### config.mk
export PLATFORM = sky130hd
export DESIGN_NAME = cfft_addr_gen
export DESIGN_NICKNAME = d
export VERILOG_FILES = /design/src/rtl/cfft_ag_pkg.sv /design/src/rtl/cfft_ag_deposit.sv /design/src/rtl/cfft_ag_bfly_pair.sv /design/src/rtl/cfft_ag_twiddle.sv /design/src/rtl/cfft_ag_ctrl.sv /design/src/rtl/cfft_addr_gen.sv
export SDC_FILE = /design/constraint.sdc
export NUM_CORES = 1
export LEC_CHECK = 0
export BUFFER_PORTS_ARGS = -buffer_cell sky130_fd_sc_hd__buf_2
export CAP_MARGIN = 20
export CORE_MARGIN = 2
export CORE_UTILIZATION = 66
export CTS_BUF_LIST = sky130_fd_sc_hd__clkbuf_8 sky130_fd_sc_hd__clkbuf_16
export CTS_CLUSTER_DIAMETER = 50
export DETAILED_ROUTE_END_ITERATION = 10
export HOLD_SLACK_MARGIN = 0.05
export PLACE_DENSITY = 0.85
export SETUP_SLACK_MARGIN = 0.3
export SYNTH_ARGS = -nofsm -noshare
export SYNTH_HDL_FRONTEND = slang
export SYNTH_SLANG_ARGS = --single-unit
### constraint.sdc
create_clock -name clk -period 17 [get_ports clk]
set_input_delay 4.25 -clock clk [delete_from_list [all_inputs] [get_ports clk]]
set_output_delay 4.25 -clock clk [all_outputs]
set_load 0.1 [all_outputs]
### src/rtl/cfft_ag_pkg.sv
// Shared types for the cached FFT address generator.
package cfft_ag_pkg;

    // Phase of the current group; the encoding is visible on the phase port.
    typedef enum logic [1:0] {
        PH_IDLE = 2'd0,
        PH_LOAD = 2'd1,
        PH_COMP = 2'd2,
        PH_WB   = 2'd3
    } phase_e;

endpackage

### src/rtl/cfft_ag_deposit.sv
// Main-memory address builder.
// Places a CW-bit cache slot at bit position lo of the address. Group bits
// below lo stay in place and the rest of the group moves up above the slot.
// Assumes grp_i only has bits set below L-CW for the running length L.
module cfft_ag_deposit #(
    parameter int AW = 11,
    parameter int GW = 9,
    parameter int CW = 2,
    parameter int SW = 4
) (
    input  logic [GW-1:0] grp_i,
    input  logic [CW-1:0] idx_i,
    input  logic [SW-1:0] lo_i,
    output logic [AW-1:0] addr_o
);

    logic [AW-1:0] grp_x;
    logic [AW-1:0] low_mask;
    logic [AW-1:0] part_low;
    logic [AW-1:0] part_mid;
    logic [AW-1:0] part_high;

    // Split the group around the slot field and merge the three parts.
    always_comb begin
        grp_x     = AW'(grp_i);
        low_mask  = (AW'(1) << lo_i) - AW'(1);
        part_low  = grp_x & low_mask;
        part_high = (grp_x & ~low_mask) << CW;
        part_mid  = AW'(idx_i) << lo_i;
        addr_o    = part_high | part_mid | part_low;
    end

endmodule

### src/rtl/cfft_ag_bfly_pair.sv
// Butterfly slot pair generator.
// Turns a butterfly number inside the cache into the two slots it combines.
// The slots differ only in cache bit cbit. Assumes cbit_i < CW.
module cfft_ag_bfly_pair #(
    parameter int CW  = 2,
    parameter int BW  = 1,
    parameter int CBW = 1
) (
    input  logic [BW-1:0]  bcnt_i,
    input  logic [CBW-1:0] cbit_i,
    output logic [CW-1:0]  slot_a_o,
    output logic [CW-1:0]  slot_b_o
);

    logic [CW-1:0] cnt_x;
    logic [CW-1:0] below;

    // Insert a zero at cbit for the upper slot, then set it for the lower.
    always_comb begin
        cnt_x    = CW'(bcnt_i);
        below    = (CW'(1) << cbit_i) - CW'(1);
        slot_a_o = ((cnt_x & ~below) << 1) | (cnt_x & below);
        slot_b_o = slot_a_o | (CW'(1) << cbit_i);
    end

endmodule

### src/rtl/cfft_ag_twiddle.sv
// Twiddle index generator.
// For a decimation-in-frequency stage s on memory bit m, the exponent is
// (addr mod 2^m) * 2^s in the running length. It is scaled to a ROM sized for
// 2^MAX_LOG2 points by shifting up by MAX_LOG2 - L.
module cfft_ag_twiddle #(
    parameter int AW       = 11,
    parameter int SW       = 4,
    parameter int TWW      = 10,
    parameter int MAX_LOG2 = 11
) (
    input  logic [AW-1:0]  addr_i,
    input  logic [SW-1:0]  mbit_i,
    input  logic [SW-1:0]  gstage_i,
    input  logic [SW-1:0]  log2_i,
    output logic [TWW-1:0] tw_o
);

    logic [AW-1:0] in_mask;
    logic [AW-1:0] expo;
    logic [AW-1:0] scaled;
    logic [SW-1:0] scale_sh;

    // Mask to the in-block offset, weight by stage, scale to the largest size.
    always_comb begin
        in_mask  = (AW'(1) << mbit_i) - AW'(1);
        expo     = (addr_i & in_mask) << gstage_i;
        scale_sh = SW'(MAX_LOG2) - log2_i;
        scaled   = expo << scale_sh;
        tw_o     = TWW'(scaled);
    end

endmodule

### src/rtl/cfft_ag_ctrl.sv
// Sequencer of the cached FFT address generator.
// Holds the run configuration and walks super-stage, group, slot, stage and
// butterfly counters. Derives the slot window and the stage bit positions.
// The group counter is scaled to the largest size. It steps by
// 2^(MAX_LOG2-L), so the group of a shorter run is the full-size count with
// its low digits dropped. Assumes CACHE_LOG2 >= 2 and MIN_LOG2 >= 2*CACHE_LOG2.
module cfft_ag_ctrl
    import cfft_ag_pkg::*;
#(
    parameter int MAX_LOG2   = 11,
    parameter int MIN_LOG2   = 6,
    parameter int CACHE_LOG2 = 2,
    parameter int SEL_W      = 3,
    parameter int SW         = 4,
    parameter int GW         = 9,
    parameter int CBW        = 1,
    parameter int BW         = 1,
    parameter int PW         = 3
) (
    input  logic                  clk,
    input  logic                  rst_n,
    input  logic                  start_i,
    input  logic [SEL_W-1:0]      size_sel_i,
    input  logic                  inverse_i,
    input  logic                  bfly_done_i,
    output phase_e                phase_o,
    output logic [SW-1:0]         log2_o,
    output logic                  inv_o,
    output logic [GW-1:0]         group_o,
    output logic [CACHE_LOG2-1:0] ecnt_o,
    output logic [BW-1:0]         bcnt_o,
    output logic [SW-1:0]         lo_o,
    output logic [SW-1:0]         gstage_o,
    output logic [SW-1:0]         mbit_o,
    output logic [CBW-1:0]        cbit_o,
    output logic                  done_o
);

    phase_e                phase_q;
    logic [SW-1:0]         log2_q;
    logic                  inv_q;
    logic [PW-1:0]         pass_q;
    logic [GW-1:0]         gcnt_q;
    logic [CACHE_LOG2-1:0] ecnt_q;
    logic [CBW-1:0]        stg_q;
    logic [BW-1:0]         bcnt_q;
    logic                  done_q;

    logic [SW-1:0]         req_log2;
    logic [SW-1:0]         trunc_sh;
    logic [GW-1:0]         gstep;
    logic [GW:0]           gsum;
    logic                  last_grp;
    logic                  last_pass;
    logic                  last_stg;
    logic [SW-1:0]         lo_w;
    logic [SW-1:0]         gs_w;
    logic [SW-1:0]         mb_w;
    logic [CBW-1:0]        cb_w;

    // Decode the size code, clamping codes past the largest size.
    always_comb begin
        int want;
        want = MIN_LOG2 + int'(size_sel_i);
        if (want > MAX_LOG2) want = MAX_LOG2;
        req_log2 = SW'(want);
    end

    // Group counter stepping and truncation to the running length.
    always_comb begin
        trunc_sh = SW'(MAX_LOG2) - log2_q;
        gstep    = GW'(1) << trunc_sh;
        gsum     = {1'b0, gcnt_q} + {1'b0, gstep};
        last_grp = gsum[GW];
    end

    // Slot window, stage count and bit positions of the current super-stage.
    always_comb begin
        int lg, ps, st, lo, nst, gs, mb;
        lg  = int'(log2_q);
        ps  = int'(pass_q);
        st  = int'(stg_q);
        lo  = lg - (ps + 1) * CACHE_LOG2;
        if (lo < 0) lo = 0;
        nst = lg - ps * CACHE_LOG2;
        if (nst > CACHE_LOG2) nst = CACHE_LOG2;
        gs  = ps * CACHE_LOG2 + st;
        mb  = lg - 1 - gs;
        last_pass = ((ps + 1) * CACHE_LOG2) >= lg;
        last_stg  = (st == nst - 1);
        lo_w = SW'(lo);
        gs_w = SW'(gs);
        mb_w = SW'(mb);
        cb_w = CBW'(mb - lo);
    end

    // Phase machine and counters.
    always_ff @(posedge clk) begin
        if (!rst_n) begin
            phase_q <= PH_IDLE;
            log2_q  <= SW'(MAX_LOG2);
            inv_q   <= 1'b0;
            pass_q  <= '0;
            gcnt_q  <= '0;
            ecnt_q  <= '0;
            stg_q   <= '0;
            bcnt_q  <= '0;
            done_q  <= 1'b0;
        end else begin
            done_q <= 1'b0;
            unique case (phase_q)
                PH_IDLE: begin
                    if (start_i) begin
                        log2_q  <= req_log2;
                        inv_q   <= inverse_i;
                        pass_q  <= '0;
                        gcnt_q  <= '0;
                        ecnt_q  <= '0;
                        phase_q <= PH_LOAD;
                    end
                end
                PH_LOAD: begin
                    ecnt_q <= ecnt_q + 1'b1;
                    if (&ecnt_q) begin
                        stg_q   <= '0;
                        bcnt_q  <= '0;
                        phase_q <= PH_COMP;
                    end
                end
                PH_COMP: begin
                    if (bfly_done_i) begin
                        bcnt_q <= bcnt_q + 1'b1;
                        if (&bcnt_q) begin
                            if (last_stg) begin
                                stg_q   <= '0;
                                phase_q <= PH_WB;
                            end else begin
                                stg_q <= stg_q + 1'b1;
                            end
                        end
                    end
                end
                PH_WB: begin
                    ecnt_q <= ecnt_q + 1'b1;
                    if (&ecnt_q) begin
                        if (last_grp) begin
                            gcnt_q <= '0;
                            if (last_pass) begin
                                phase_q <= PH_IDLE;
                                done_q  <= 1'b1;
                            end else begin
                                pass_q  <= pass_q + 1'b1;
                                phase_q <= PH_LOAD;
                            end
                        end else begin
                            gcnt_q  <= gsum[GW-1:0];
                            phase_q <= PH_LOAD;
                        end
                    end
                end
                default: phase_q <= PH_IDLE;
            endcase
        end
    end

    // Present state and derived positions to the address datapath.
    always_comb begin
        phase_o  = phase_q;
        log2_o   = log2_q;
        inv_o    = inv_q;
        group_o  = gcnt_q >> trunc_sh;
        ecnt_o   = ecnt_q;
        bcnt_o   = bcnt_q;
        lo_o     = lo_w;
        gstage_o = gs_w;
        mbit_o   = mb_w;
        cbit_o   = cb_w;
        done_o   = done_q;
    end

endmodule

### src/rtl/cfft_addr_gen.sv
// Cached FFT/IFFT address generator, top level.
// Produces main-memory, cache and twiddle addresses for a run-time sized
// radix-2 transform that works one cache-sized group at a time. Combines the
// sequencer with the address datapath and gates each output to its phase.
// Assumes main memory, cache and ROM latencies are aligned outside this block.
module cfft_addr_gen
    import cfft_ag_pkg::*;
#(
    parameter int MAX_LOG2   = 11,
    parameter int MIN_LOG2   = 6,
    parameter int CACHE_LOG2 = 2,
    parameter int SEL_W      = 3
) (
    input  logic                  clk,
    input  logic                  rst_n,
    input  logic                  start,
    input  logic [SEL_W-1:0]      size_sel,
    input  logic                  inverse,
    input  logic                  bfly_done,
    output logic [1:0]            phase,
    output logic                  busy,
    output logic                  done,
    output logic                  mem_rd,
    output logic                  mem_wr,
    output logic [MAX_LOG2-1:0]   mem_addr,
    output logic [CACHE_LOG2-1:0] cache_addr,
    output logic                  bfly_req,
    output logic [CACHE_LOG2-1:0] bfly_addr_a,
    output logic [CACHE_LOG2-1:0] bfly_addr_b,
    output logic [MAX_LOG2-2:0]   tw_index,
    output logic                  tw_conj
);

    localparam int AW   = MAX_LOG2;
    localparam int TWW  = MAX_LOG2 - 1;
    localparam int GW   = MAX_LOG2 - CACHE_LOG2;
    localparam int SW   = $clog2(MAX_LOG2 + 1);
    localparam int CBW  = (CACHE_LOG2 > 1) ? $clog2(CACHE_LOG2) : 1;
    localparam int BW   = CACHE_LOG2 - 1;
    localparam int MAXP = (MAX_LOG2 + CACHE_LOG2 - 1) / CACHE_LOG2;
    localparam int PW   = $clog2(MAXP + 1);
    localparam int NDEP = 2;

    phase_e                ph;
    logic [SW-1:0]         log2_w;
    logic                  inv_w;
    logic [GW-1:0]         group_w;
    logic [CACHE_LOG2-1:0] ecnt_w;
    logic [BW-1:0]         bcnt_w;
    logic [SW-1:0]         lo_w;
    logic [SW-1:0]         gstage_w;
    logic [SW-1:0]         mbit_w;
    logic [CBW-1:0]        cbit_w;
    logic                  done_w;
    logic [CACHE_LOG2-1:0] slot_a;
    logic [CACHE_LOG2-1:0] slot_b;
    logic [TWW-1:0]        tw_w;
    logic [CACHE_LOG2-1:0] dep_idx  [NDEP];
    logic [AW-1:0]         dep_addr [NDEP];

    cfft_ag_ctrl #(
        .MAX_LOG2   (MAX_LOG2),
        .MIN_LOG2   (MIN_LOG2),
        .CACHE_LOG2 (CACHE_LOG2),
        .SEL_W      (SEL_W),
        .SW         (SW),
        .GW         (GW),
        .CBW        (CBW),
        .BW         (BW),
        .PW         (PW)
    ) u_ctrl (
        .clk         (clk),
        .rst_n       (rst_n),
        .start_i     (start),
        .size_sel_i  (size_sel),
        .inverse_i   (inverse),
        .bfly_done_i (bfly_done),
        .phase_o     (ph),
        .log2_o      (log2_w),
        .inv_o       (inv_w),
        .group_o     (group_w),
        .ecnt_o      (ecnt_w),
        .bcnt_o      (bcnt_w),
        .lo_o        (lo_w),
        .gstage_o    (gstage_w),
        .mbit_o      (mbit_w),
        .cbit_o      (cbit_w),
        .done_o      (done_w)
    );

    cfft_ag_bfly_pair #(
        .CW  (CACHE_LOG2),
        .BW  (BW),
        .CBW (CBW)
    ) u_pair (
        .bcnt_i   (bcnt_w),
        .cbit_i   (cbit_w),
        .slot_a_o (slot_a),
        .slot_b_o (slot_b)
    );

    // Slot feeding each address builder: 0 = transfer slot, 1 = butterfly top.
    always_comb begin
        dep_idx[0] = ecnt_w;
        dep_idx[1] = slot_a;
    end

    // One address builder for memory transfers, one for the twiddle operand.
    for (genvar k = 0; k < NDEP; k++) begin : g_dep
        cfft_ag_deposit #(
            .AW (AW),
            .GW (GW),
            .CW (CACHE_LOG2),
            .SW (SW)
        ) u_dep (
            .grp_i  (group_w),
            .idx_i  (dep_idx[k]),
            .lo_i   (lo_w),
            .addr_o (dep_addr[k])
        );
    end

    cfft_ag_twiddle #(
        .AW       (AW),
        .SW       (SW),
        .TWW      (TWW),
        .MAX_LOG2 (MAX_LOG2)
    ) u_tw (
        .addr_i   (dep_addr[1]),
        .mbit_i   (mbit_w),
        .gstage_i (gstage_w),
        .log2_i   (log2_w),
        .tw_o     (tw_w)
    );

    // Gate each output group to the phase it belongs to.
    always_comb begin
        logic xfer, comp;
        xfer        = (ph == PH_LOAD) || (ph == PH_WB);
        comp        = (ph == PH_COMP);
        phase       = ph;
        busy        = (ph != PH_IDLE);
        done        = done_w;
        mem_rd      = (ph == PH_LOAD);
        mem_wr      = (ph == PH_WB);
        mem_addr    = xfer ? dep_addr[0] : '0;
        cache_addr  = xfer ? ecnt_w : '0;
        bfly_req    = comp;
        bfly_addr_a = comp ? slot_a : '0;
        bfly_addr_b = comp ? slot_b : '0;
        tw_index    = comp ? tw_w : '0;
        tw_conj     = inv_w;
    end

endmodule

==> metrics <==
outcome=finished clean; FF+latch count, synth=24; Inserted Clock Buffers=3; Synth top cells by count=nand2_1 (52), nor2_1 (49), a21oi_1 (41), ha_1 (34), o21ai_0 (31); I/O Buffers=42; dominant cell type by area after synthesis=dfxtp_1; Setup Crit Path Kind=flop to output port; final instance area=around 0.0046 mm²; fin crit period=10490 ps; clk root buf=clkbuf_8; GPL Wtd Cong=about 1.1; top-area cell type share of the netlist area=0.110; Hold Buf Count CTS=0; CTS tree=yes; final setup violation count=0; overall power=0.522 mW; Post-Syn Area per Cell=slightly above 7 µm²; ant diodes=0; Ports=43; endpoints failing hold=0; critical path cell sequence=ha_1 > fa_1 > nor2b_1 > o21ai_0 > or3_1 > ha_1 > or2_1 > a2111oi_0 > a211oi_1 > o22ai_1 > o211ai_1 > or3_1 > o311a_1 > a211oi_1 > nor4_1 > a2111oi_2 > buf_2; R2R depth=15; Layout area overhead=5.31%; Critical Path AT=between 6000 and 7000 ps; maxcap violations=0; sw frac=0.614; slowest CP cell=dfxtp_1; ranking of synthesized cells by area=dfxtp_1 (11%), ha_1 (9.8%), a21oi_1 (4.7%); Internal=between 0.2 and 0.25 mW; non-filler cells, final=698; Max Freq=between 0.09 and 0.1 GHz; Clock Skew=1.80 ps; drt first pass iters=8; Cell variety after synth=84; placed cells=slightly below 700; worst setup margin=roughly 6500 ps; register area share after synthesis=0.110; Post-CTS Resized=0; vias in the first global route=about 4700; pins over their slew limit=0; asr flop ratio synth=0; Routed Antenna Nets=0; YS warnings=0; WHS Path Cells=2; unrepaired setup endpoints after global routing=no; count leader, synth=nand2_1; fin nets=roughly 670; crit path from=u_ctrl.pass_q[1]; Power Dens Cells=114 mW/mm²; die height=between 80 and 90 µm; CTS H-tree lvls=1; setup TNS=0 ps; Netlist Area Pre-Place=between 0.004 and 0.005 mm²; fraction of layout cells with a size suffix above 1=0.121; sequential share of power=0.150; post-CTS setup buffer count=0; reg2reg setup slack=~12000 ps; prevailing post-synth register cell=dfxtp_1; first-pass GRT wire length=between 20000 and 25000 µm; Reg clk slew, reported paths=around 90 ps; Final period util=0.617; reg2reg start=u_ctrl.pass_q[2]; Die X=around 85 µm; Critical Path RT=12750 ps; Iter 0 DRT Violations=~820; Least-Margin Pin Slew=about 1000 ps; Final Util=0.723; Post-route DRC=0; via count=~5200; Worst slew margin=0.330; worst stage delay on the critical path=~750 ps; hold_ws=around 480 ps; routed wire length=about 14000 µm; maximum clock path buffer count=2; DR WL/cell=20.6 µm; largest net degree at the start of global routing=43; Worst Setup Start Kind=flop; number of flops mapped to enable cells by yosys=0; synthesized instance count=roughly 610; syn nets=roughly 660; Core Region=approximately 0.0063 mm²; Clock Latency Late Sink=between 200 and 300 ps; Initial Utilization=0.686; Total GRT Usage=0.396; die footprint=roughly 0.0073 mm²; Logic pwr share=0.753; hold crit path type=flop to flop; DP Worst Slack=just under 7000 ps; CTS Sinks=24; vias per cell=roughly 7.4; clock power share=0.098; Worst R2R End=u_ctrl.phase_o[0]; Worst VDD drop=between 0.15 and 0.2 mV; sw power=0.321 mW; worst-path maximum fanout=17; DP Area=0.00452 mm²; Pleak=between 1.5 and 2 nW; initial antenna violation count=0; CP endpoint=tw_index[9]; post-detail-place hpwl=around 11000 µm; GRT overflow=0; critical path endpoint category=output port; FP Rows=29
[kinds of logic after synthesis]
group / share of synthesized area
multiplexers: 0.0462
XOR/XNOR: 0.0362
adder cells (fa/ha/maj): 0.116
AO/OA/AOI/OAI: 0.350
AND/OR/NAND/NOR: 0.279
buffers and inverters: 0.0620
flip-flops: 0.110
[cell type report]
| type | count | area [µm²] |
|---|---|---|
| multi-input cells | 521 | 3610 |
| well taps | 77 | 96.3 |
| clock inverters | 1 | 30.0 |
| fillers | 520 | 1760 |
| clock buffers | 3 | 41.3 |
| inverters | 27 | 101 |
| repair buffers | 45 | 233 |
| flip-flops and latches | 24 | 480 |
[how the worst min path moves through the flow]
stage	slack (ps)	start	to
detailed placement	470	u_ctrl.inv_o	u_ctrl.inv_o
global route	530	u_ctrl.inv_o	u_ctrl.inv_o
floorplan	470	u_ctrl.gcnt_q[0]	u_ctrl.gcnt_q[0]
global placement	450	u_ctrl.inv_o	u_ctrl.inv_o
finish	480	u_ctrl.inv_o	u_ctrl.inv_o
CTS	480	u_ctrl.inv_o	u_ctrl.inv_o
[power groups by stage]
stage,clock network (mW),logic [mW],registers [mW]
2_1_floorplan,0,0.294,0.0891
3_3_place_gp,0,0.375,0.0783
3_5_place_dp,0,0.379,0.0787
4_1_cts,0.0509,0.382,0.0773
5_1_grt,0.0528,0.421,0.0795
6_report,0.0509,0.393,0.0782
[worst max-delay path: cells and delay by family, from the launching register on]
| family | cells | cell delay (ps) |
|---|---|---|
| AOI/OAI and AO/OA | 8 | 1970 |
| adders and majority gates | 3 | 1250 |
| and+or+nand+nor | 5 | 1520 |
| buffers and inverters | 1 | 480 |
| DFF | 1 | 750 |
[state kept, by name (all words and copies together) (netlist names)]
name	cells
u_ctrl.stg_q	1
u_ctrl.inv_o	1
u_ctrl.ecnt_o	2
u_ctrl.phase_o	2
u_ctrl.log2_o	4
u_ctrl.bcnt_o	1
u_ctrl.pass_q	3
u_ctrl.done_o	1
u_ctrl.gcnt_q	9
[cell usage in the layout, fill, tap and decap left out, types with 8 or more instances in the layout]
cell       n
nand2b_1  14
o211ai_1  10
a211oi_1  12
nor3_1    24
ha_1      34
nand3_1   21
nand2_1   52
o22ai_1   10
a22oi_1   10
buf_2     42
mux2i_1   10
a21o_1     8
a21oi_1   41
xnor2_1   12
inv_1     22
nor4_1     8
nor2_1    49
nor2b_1   15
dfxtp_1   24
o21ai_0   31
[routing by layer]
layer	wire length [µm]	part of all wire	global-route usage
met3	1600	0.11	0.0642
met4	624	0.043	0.169
met1	5760	0.40	0.537
met5	0	0	0
met2	6380	0.44	0.620
No activity file was read; power rests on OpenSTA's default activity.
